### src/rtl/slp_pkg.sv
package slp_pkg;

  typedef enum logic [1:0] {
    MODE_IDLE  = 2'b00,
    MODE_ADCNR = 2'b01,
    MODE_PDOWN = 2'b10,
    MODE_STBY  = 2'b11
  } slp_mode_e;

  typedef enum logic [1:0] {
    ST_RUN     = 2'b00,
    ST_SLEEP   = 2'b01,
    ST_STARTUP = 2'b10,
    ST_HOLD    = 2'b11
  } slp_state_e;

  localparam int WAKE_W  = 7;
  localparam int RSTEV_W = 3;

  // wake vector bit positions
  localparam int WK_INT_OTHER = 0;
  localparam int WK_EXT_EDGE  = 1;
  localparam int WK_ADC_DONE  = 2;
  localparam int WK_EE_READY  = 3;
  localparam int WK_SER_START = 4;
  localparam int WK_EXT_LEVEL = 5;
  localparam int WK_PIN_CHG   = 6;

  typedef struct packed {
    logic cpu;
    logic flash;
    logic io;
    logic adc;
    logic osc_stop;
  } slp_gate_t;

  // which wake sources a given mode listens to
  function automatic logic [WAKE_W-1:0] wake_mask(input slp_mode_e m);
    logic [WAKE_W-1:0] msk;
    msk = '0;
    msk[WK_SER_START] = 1'b1;
    msk[WK_EXT_LEVEL] = 1'b1;
    msk[WK_PIN_CHG]   = 1'b1;
    if (m == MODE_IDLE || m == MODE_ADCNR) begin
      msk[WK_ADC_DONE] = 1'b1;
      msk[WK_EE_READY] = 1'b1;
    end
    if (m == MODE_IDLE) begin
      msk[WK_INT_OTHER] = 1'b1;
      msk[WK_EXT_EDGE]  = 1'b1;
    end
    return msk;
  endfunction

endpackage

### src/rtl/slp_rst_sync.sv
module slp_rst_sync #(
  parameter int STAGES = 2
) (
  input  logic clk,
  input  logic rst_n,
  output logic rst_sync_n
);
  logic [STAGES-1:0] sync_q;

  always_ff @(posedge clk or negedge rst_n) begin
    if (!rst_n) sync_q <= '0;
    else        sync_q <= {sync_q[STAGES-2:0], 1'b1};
  end

  assign rst_sync_n = sync_q[STAGES-1];
endmodule

### src/rtl/slp_wake_filter.sv
module slp_wake_filter
  import slp_pkg::*;
(
  input  slp_mode_e         mode,
  input  logic [WAKE_W-1:0] wake_req,
  output logic              wake_hit,
  output logic              need_startup
);
  logic [WAKE_W-1:0] allowed;

  always_comb begin
    allowed      = wake_req & wake_mask(mode);
    wake_hit     = |allowed;
    need_startup = (mode == MODE_PDOWN);
  end
endmodule

### src/rtl/slp_gate_map.sv
module slp_gate_map
  import slp_pkg::*;
(
  input  slp_state_e state,
  input  slp_mode_e  mode,
  output slp_gate_t  gate
);
  always_comb begin
    gate = '{cpu: 1'b1, flash: 1'b1, io: 1'b1, adc: 1'b1, osc_stop: 1'b0};
    unique case (state)
      ST_SLEEP: begin
        gate.cpu   = 1'b0;
        gate.flash = 1'b0;
        unique case (mode)
          MODE_IDLE:  ;
          MODE_ADCNR: gate.io = 1'b0;
          MODE_PDOWN: begin
            gate.io       = 1'b0;
            gate.adc      = 1'b0;
            gate.osc_stop = 1'b1;
          end
          MODE_STBY: begin
            gate.io  = 1'b0;
            gate.adc = 1'b0;
          end
          default: ;
        endcase
      end
      ST_STARTUP: begin
        // oscillator restarting, nothing clocked yet
        gate.cpu   = 1'b0;
        gate.flash = 1'b0;
        gate.io    = 1'b0;
        gate.adc   = 1'b0;
      end
      default: ;
    endcase
  end
endmodule

### src/rtl/slp_delay_cnt.sv
module slp_delay_cnt #(
  parameter int CNT_W = 16
) (
  input  logic             clk,
  input  logic             rst_n,
  input  logic             load,
  input  logic [CNT_W-1:0] load_val,
  input  logic             count_en,
  output logic             last
);
  logic [CNT_W-1:0] cnt_q, cnt_d;
  logic             cnt_ce;

  always_comb begin
    cnt_ce = load | (count_en & (cnt_q != '0));
    cnt_d  = load ? load_val : cnt_q - 1'b1;
  end

  always_ff @(posedge clk or negedge rst_n) begin
    if (!rst_n)      cnt_q <= '0;
    else if (cnt_ce) cnt_q <= cnt_d;
  end

  assign last = (cnt_q == {{(CNT_W-1){1'b0}}, 1'b1});

  // a counting phase never sits on an empty counter
  assert_cnt_nonzero_R5: assert property (@(posedge clk) disable iff (!rst_n)
    count_en |-> (cnt_q != '0));
endmodule

### src/rtl/slp_ctrl.sv
module slp_ctrl
  import slp_pkg::*;
#(
  parameter int CNT_W    = 16,
  parameter int HOLD_CYC = 4
) (
  input  logic               clk,
  input  logic               rst_n,
  input  logic               sleep_en,
  input  logic [1:0]         mode_sel,
  input  logic               sleep_strobe,
  input  logic               adc_enabled,
  input  logic [6:0]         wake_req,
  input  logic [2:0]         rst_evt,
  input  logic [CNT_W-1:0]   startup_cfg,
  output logic               cpu_clk_en,
  output logic               flash_clk_en,
  output logic               io_clk_en,
  output logic               adc_clk_en,
  output logic               osc_stop,
  output logic               adc_start,
  output logic               cpu_hold
);
  localparam logic [CNT_W-1:0] HOLD_LOAD = CNT_W'(HOLD_CYC);

  logic       rst_sync_n;
  slp_state_e state_q, state_d;
  slp_mode_e  mode_q, mode_d;
  logic       mode_ce;
  logic       adc_start_q, adc_start_d;
  logic       wake_hit, need_startup;
  logic       cnt_load, cnt_last, cnt_en;
  logic [CNT_W-1:0] cnt_val;
  slp_gate_t  gate;
  logic       enter_ok;

  slp_rst_sync #(.STAGES(2)) u_rst_sync (
    .clk        (clk),
    .rst_n      (rst_n),
    .rst_sync_n (rst_sync_n)
  );

  slp_wake_filter u_wake (
    .mode         (mode_q),
    .wake_req     (wake_req),
    .wake_hit     (wake_hit),
    .need_startup (need_startup)
  );

  assign cnt_en = (state_q == ST_STARTUP) || (state_q == ST_HOLD);

  slp_delay_cnt #(.CNT_W(CNT_W)) u_cnt (
    .clk      (clk),
    .rst_n    (rst_sync_n),
    .load     (cnt_load),
    .load_val (cnt_val),
    .count_en (cnt_en),
    .last     (cnt_last)
  );

  slp_gate_map u_gate (
    .state (state_q),
    .mode  (mode_q),
    .gate  (gate)
  );

  // next-state logic
  always_comb begin
    state_d     = state_q;
    mode_d      = mode_q;
    mode_ce     = 1'b0;
    adc_start_d = 1'b0;
    cnt_load    = 1'b0;
    cnt_val     = HOLD_LOAD;
    enter_ok    = sleep_strobe && sleep_en;
    if (|rst_evt) begin
      state_d = ST_RUN;
    end else begin
      unique case (state_q)
        ST_RUN: begin
          if (enter_ok) begin
            state_d     = ST_SLEEP;
            mode_d      = slp_mode_e'(mode_sel);
            mode_ce     = 1'b1;
            adc_start_d = adc_enabled &&
                          (mode_sel == MODE_IDLE || mode_sel == MODE_ADCNR);
          end
        end
        ST_SLEEP: begin
          if (wake_hit) begin
            cnt_load = 1'b1;
            if (need_startup && (startup_cfg != '0)) begin
              state_d = ST_STARTUP;
              cnt_val = startup_cfg;
            end else begin
              state_d = ST_HOLD;
            end
          end
        end
        ST_STARTUP: begin
          if (cnt_last) begin
            state_d  = ST_HOLD;
            cnt_load = 1'b1;
          end
        end
        ST_HOLD: begin
          if (cnt_last) state_d = ST_RUN;
        end
        default: state_d = ST_RUN;
      endcase
    end
  end

  // registers
  always_ff @(posedge clk or negedge rst_sync_n) begin
    if (!rst_sync_n) begin
      state_q     <= ST_RUN;
      adc_start_q <= 1'b0;
    end else begin
      state_q     <= state_d;
      adc_start_q <= adc_start_d;
    end
  end

  always_ff @(posedge clk or negedge rst_sync_n) begin
    if (!rst_sync_n)  mode_q <= MODE_IDLE;
    else if (mode_ce) mode_q <= mode_d;
  end

  assign cpu_clk_en   = gate.cpu;
  assign flash_clk_en = gate.flash;
  assign io_clk_en    = gate.io;
  assign adc_clk_en   = gate.adc;
  assign osc_stop     = gate.osc_stop;
  assign adc_start    = adc_start_q;
  assign cpu_hold     = (state_q != ST_RUN);

  // strobe with sleep disabled keeps running
  assert_no_entry_R1: assert property (@(posedge clk) disable iff (!rst_sync_n)
    (state_q == ST_RUN && sleep_strobe && !sleep_en) |=> (state_q == ST_RUN));

  // a stopped oscillator implies every domain is gated
  assert_osc_gated_R3: assert property (@(posedge clk) disable iff (!rst_sync_n)
    osc_stop |-> (!cpu_clk_en && !flash_clk_en && !io_clk_en && !adc_clk_en));

  // start-up: oscillator on, CPU still off
  assert_startup_gate_R6: assert property (@(posedge clk) disable iff (!rst_sync_n)
    (state_q == ST_STARTUP) |-> (!osc_stop && !cpu_clk_en && cpu_hold));

  // conversion pulse is isolated and only accompanies sleep
  assert_adc_pulse_R8: assert property (@(posedge clk) disable iff (!rst_sync_n)
    adc_start |-> (cpu_hold && !cpu_clk_en) ##1 !adc_start);

  // reset event always lands in running
  assert_rst_evt_R9: assert property (@(posedge clk) disable iff (!rst_sync_n)
    (|rst_evt) |=> (!cpu_hold && cpu_clk_en && !osc_stop));

  // captured mode stays fixed while asleep
  assert_mode_hold_R11: assert property (@(posedge clk) disable iff (!rst_sync_n)
    (state_q == ST_SLEEP && state_d == ST_SLEEP) |=> $stable(mode_q));
endmodule

### config.mk
export PLATFORM = sky130hd
export DESIGN_NAME = slp_ctrl
export DESIGN_NICKNAME = d
export VERILOG_FILES = /design/src/rtl/slp_pkg.sv /design/src/rtl/slp_rst_sync.sv /design/src/rtl/slp_wake_filter.sv /design/src/rtl/slp_gate_map.sv /design/src/rtl/slp_delay_cnt.sv /design/src/rtl/slp_ctrl.sv
export SDC_FILE = /design/constraint.sdc
export NUM_CORES = 1
export LEC_CHECK = 0
export ABC_CLOCK_PERIOD_IN_PS = 1600
export BUFFER_PORTS_ARGS = -buffer_cell sky130_fd_sc_hd__buf_2
export CAP_MARGIN = 40
export CORE_MARGIN = 1.5
export CORE_UTILIZATION = 53
export CTS_CLUSTER_DIAMETER = 40
export DETAILED_ROUTE_END_ITERATION = 12
export PLACE_DENSITY = 0.82
export SLEW_MARGIN = 30
export SYNTH_ARGS = -nofsm -noshare
export SYNTH_HDL_FRONTEND = slang
export SYNTH_SLANG_ARGS = --single-unit
### constraint.sdc
create_clock -name clk -period 1.6 [get_ports clk]
set_clock_uncertainty 0.2 [all_clocks]
set_input_delay 0.08 -clock clk [delete_from_list [all_inputs] [get_ports clk]]
set_output_delay 0.08 -clock clk [all_outputs]
set_load 0.01 [all_outputs]
==> key figures, run 1 <==
Logic synthesis
  • Proportion of register bits with asynchronous set or reset after synthesis: 100%
  • Post-synthesis cell type with the largest combined area: dfrtp_1
  • Syn Area/Cell: just over 9 sq um
  • Synthesized netlist cell count: 168
  • Synth warn: 0
  • Number of distinct library cells after synthesis: 52
  • Fraction of the yosys area taken by sequential cells: 36.7%
  • Leading cell types by total area after synthesis: dfrtp_1, ha_1, nand3_1, xnor2_1, nor3_1
  • Share of the synthesized area in the top cell type: 36.7%
  • Nets in the synthesized netlist: 208
  • Number of enable flip-flop cells after synthesis: 0
  • Cell area after technology mapping: ~0.0016 sq mm
  • Flip-flop cell with the highest count after synthesis: dfrtp_1
  • Number of synthesized register bits: 23

Clocking
  • Clock tree root buffer cell: clkbuf_4
  • Htree depth: 1
  • Clk sink count: 23
  • Cts hold-fix bufs: 22
  • Number of cells upsized or downsized after cts: between 50 and 60
  • Maximum buffer depth of the clock tree: 2
  • Clock buffers created by TritonCTS: 3
  • Number of post-CTS setup repair buffers: 16

Die
  • FP Rows: 19
  • Die width: ~57 um
  • Io pins: 40
  • Initial core utilization: between 50 and 60%
  • Die boundary height: between 50 and 60 um

Placement
  • Detailed placement HPWL: approximately 4.1 mm
  • Number of port buffers: 39
  • Placer's final routability congestion estimate: 0.944

Run status
  • Stopped at: 4_1_cts
  • Result of the run: aborted with a tool error
  • First error in the log: [ERROR DPL-0038] Utilization greater than 100%, impossible to legalize
[per-stage QoR]
stage / worst slack (ns) / hold slack (ns) / area [sq um] / TNS (ns) / instances
2_1_floorplan: -0.611 / -0.416 / 1670 / -6.42 / 168
3_3_place_gp: -0.581 / -0.335 / 2310 / -8.22 / 291
3_5_place_dp: -0.699 / -0.329 / 2310 / -10.14 / 291
[cells by family after synthesis]
group | Yosys count | share of synthesized area (%)
compound gates | 37 | 15.2
xor+xnor | 8 | 4.47
fa+ha+maj | 7 | 5.58
buf+inv | 14 | 3.83
flops | 23 | 36.7
mux | 5 | 3.75
other cells | 1 | 0.239
simple gates | 73 | 30.2
[cell usage after synthesis, types with 2 or more instances]
| master | count |
|---|---|
| a211oi_1 | 4 |
| a21oi_1 | 6 |
| a31oi_1 | 2 |
| buf_2 | 3 |
| clkbuf_1 | 2 |
| dfrtp_1 | 23 |
| ha_1 | 7 |
| inv_1 | 8 |
| mux2_2 | 3 |
| nand2_1 | 5 |
| nand3_1 | 16 |
| nand4_1 | 6 |
| nor2_1 | 4 |
| nor2b_1 | 2 |
| nor3_1 | 10 |
| nor4_1 | 7 |
| nor4_2 | 2 |
| o21ai_0 | 4 |
| o21ai_1 | 9 |
| o31ai_1 | 3 |
| or2_2 | 3 |
| or3_4 | 2 |
| or4_4 | 2 |
| xnor2_1 | 6 |
| xor2_1 | 2 |
==> inputs of run 2 (changes only) <==
Settings changed: CORE_UTILIZATION 53 to 40, CTS_CLUSTER_DIAMETER 40 to unset, PLACE_DENSITY 0.82 to unset, PLACE_DENSITY_LB_ADDON set to 0.15.
==> run 2 against run 1 <==
Compared with the run above:
- the flow now finishes, with violations (setup timing)
- synthesized cell count is the same
- area after synthesis is the same
==> key figures, run 2 <==
Cells and area
  • Layout cells sized above 1: between 50% and 60%
  • Final design instance area without fill: 0.00302 sq mm
  • Most common cell after layout, fill and taps aside: buf_4
  • Commonest non-fill, non-tap cells in the layout: buf_4, buf_2, dlygate4sd3_1, dfrtp_1, buf_6
  • Net count reported at finish: between 300 and 400
  • Max reg flops: 16
  • Reg with most FFs: u_cnt.cnt_q
  • Antenna Cells: 0
  • Syn-to-layout area delta: 92.4%

Die
  • Initial core utilization: 42.2% (-14 points)
  • Die width: 65.6 um (+14%)
  • Core region area: 0.00372 sq mm
  • Io pins: 40 (unchanged)
  • Die Outline Area: roughly 0.0043 sq mm
  • Die boundary height: 65.6 um (+14%)
  • FP Rows: 22 (+3)

Logic synthesis
  • Proportion of register bits with asynchronous set or reset after synthesis: 100% (unchanged)
  • Number of distinct library cells after synthesis: 52 (unchanged)
  • Share of the synthesized area in the top cell type: 36.7% (unchanged)
  • Nets in the synthesized netlist: 208 (unchanged)
  • Post-synthesis cell type with the largest combined area: dfrtp_1
  • Syn Area/Cell: 9.34 sq um (unchanged)
  • Most instantiated library cell after synthesis: dfrtp_1
  • Leading cell types by total area after synthesis: dfrtp_1, ha_1, nand3_1, xnor2_1, nor3_1
  • Number of enable flip-flop cells after synthesis: 0 (unchanged)
  • Leading post-synthesis cells by instance count: dfrtp_1, nand3_1, nor3_1, o21ai_1, inv_1
  • Cell area after technology mapping: 0.00157 sq mm (unchanged)
  • Synth warn: 0 (unchanged)
  • Fraction of the yosys area taken by sequential cells: 36.7% (unchanged)
  • Synthesized netlist cell count: 168 (unchanged)
  • Number of synthesized register bits: 23 (unchanged)
  • Flip-flop cell with the highest count after synthesis: dfrtp_1

Drt
  • Total detailed-routing wirelength: around 6.5 mm
  • Met2 wire length: around 3.5 mm
  • Top Layer Used: met4
  • Wl on met1: ~2.5 mm
  • Detailed-router iteration count before antenna repair: 4
  • Via count: between 1.5k and 2k
  • Met3 WL post-DR: around 340 um
  • Remaining antenna violation count after routing: 0
  • Routed WL per cell: approximately 19 um
  • DRC violation total after the first TritonRoute iteration: about 160
  • Number of DRC violations after detailed routing: 0
  • Via-to-Cell Ratio: approximately 5.7

Timing
  • Upper clock frequency limit: approximately 430 MHz
  • Finish-stage setup viols: 27
  • Post-route fraction of the period consumed by the critical path: 147%
  • Crit path time final: between 2 and 2.5 ns
  • RSZ-0062 raised after global routing: true
  • Hold slack final: 0.0133 ns
  • Final slew viol count: 0
  • TNS Setup: -12.68 ns
  • Final Hold Fails: 0
  • PnR worst setup slack: -0.744 ns

Setup path
  • Worst path top cell family by delay: buffers and inverters
  • Kind of start point of the critical path: flip-flop
  • Worst path arrival time: between 2 and 2.5 ns
  • Worst setup EP type: flip-flop
  • Kind of critical path: flip-flop to flip-flop
  • CP bufs+invs: 4
  • Slowest stage cell on the critical path: dfrtp_1
  • Required time worst endpoint: around 1.6 ns
  • CP cell instances: inv_2 > buf_6 > ha_4 > nor4b_4 > nand4_1 > buf_4 > o22ai_4 > buf_12 > nand3_1 > o21ai_1
  • Delay contributed by the slowest stage of the critical path: around 0.39 ns
  • Crit Path Max Fanout: 16

Run status
  • Result of the run: complete, but fails checks
  • Violated checks: setup timing

Clocking
  • Latest clock arrival within the worst-skew pair: approximately 0.28 ns
  • Clock tree root buffer cell: clkbuf_8
  • Clock buffers created by TritonCTS: 3 (unchanged)
  • Clk sink count: 23 (unchanged)
  • Htree depth: 1 (unchanged)
  • Clock slew at reported path FFs: approximately 0.090 ns
  • Maximum buffer depth of the clock tree: 2 (unchanged)
  • CTS tree: yes

Placement
  • Detailed placement HPWL: 3.84 mm (-5.4%)
  • Number of port buffers: 39 (unchanged)
  • Pre-CTS setup slack: -0.661 ns (+0.0376 ns)
  • Cell area after placement: 0.00234 sq mm (+1.2%)
  • Placer's final routability congestion estimate: 0.904 (-4.2%)

Global routing
  • Gr ovfl total: 0
  • Pin count of the biggest net entering global routing: 32
  • Number of antenna violations at the first check in global routing: 0
  • Overall Global Routing Usage: between 20 and 30%
  • Via count of the first global-routing pass: between 2k and 2.5k
  • First-pass GRT wire length: just under 10 mm

Run
  • # Max-Cap Violations: 0

Power and ir drop
  • Total power per unit cell area: about 450 mW/mm^2
  • Post-layout total power: 0.00135 W
  • Maximum vdd drop: ~0.45 mV
  • Leakage power total: between 1 and 1.5 nW

Hold path
  • Worst hold path class: flip-flop to asynchronous set/reset pin
==> run 2: where the power goes <==
group	switching [W]	total, W	internal (W)	leakage, nW
combinational	0.000143	0.000326	0.000183	1.00
sequential	0.0000162	0.000622	0.000605	0.243
clock	0.000225	0.000402	0.000177	0.0217
total	0.000384	0.00135	0.000966	1.27
==> run 2: worst paths after layout <==
path	startpoint	to	slack, ns	cells past startpoint
worst min register to register	u_rst_sync.sync_q[1]$_DFF_PN0_	u_cnt.cnt_q[10]$_DFFE_PN0P_	0.01	1
min in group clk	rst_evt[2]	state_q[0]$_DFFE_PN0P_	0.05	5
worst min-delay path	u_rst_sync.sync_q[1]$_DFF_PN0_	u_cnt.cnt_q[10]$_DFFE_PN0P_	0.01	1
worst max-delay path	u_cnt.cnt_q[1]$_DFFE_PN0P_	u_cnt.cnt_q[14]$_DFFE_PN0P_	-0.74	10
max in group asynchronous	u_rst_sync.sync_q[1]$_DFF_PN0_	u_cnt.cnt_q[13]$_DFFE_PN0P_	0.36	1
worst max register to register	u_cnt.cnt_q[1]$_DFFE_PN0P_	u_cnt.cnt_q[14]$_DFFE_PN0P_	-0.74	10
==> run 2: cells by family after synthesis <==
| family | Yosys count | share of synthesized area (%) |
|---|---|---|
| other | 1 | 0.239 |
| XOR/XNOR | 8 | 4.47 |
| AO/OA/AOI/OAI | 37 | 15.2 |
| buffers and inverters | 14 | 3.83 |
| flip-flops | 23 | 36.7 |
| AND/OR/NAND/NOR | 73 | 30.2 |
| multiplexers | 5 | 3.75 |
| adder cells (fa/ha/maj) | 7 | 5.58 |
==> run 2: per-stage QoR <==
stage               std cells  utilization, %
finish                    348            81.2
global route              348            81.2
CTS                       344            79.1
detailed placement        309            62.9
global placement          309            62.9
floorplan                 168               -
==> run 2: layout make-up <==
cell class / instances / area (sq um)
clock buffers: 3 / 41.3
clock inverters: 1 / 7.51
inverters: 8 / 35.0
flip-flops and latches: 23 / 579
multi-input cells: 131 / 1220
well taps: 48 / 60.1
fillers: 218 / 697
repair buffers: 134 / 1080
==> run 2: metal layers <==
metal | global-route usage (%) | vias up
li1 | - | 905
met2 | 55.9 | 92
met4 | 11.7 | 0
met1 | 33.2 | 963
met3 | 4.79 | 19
met5 | 0 | -
==> run 2: what timing repair did <==
action | CTS | global route
setup buffers | 9 | 4
gates cloned | 0 | 1
gates resized for setup | 58 | 6
endpoints found under the setup margin | 27 | 27
pin swaps | 22 | 7
endpoints found under the hold margin | 29 | 0
hold buffers | 22 | 0
Note: power is estimated with default switching activity, not from simulation.
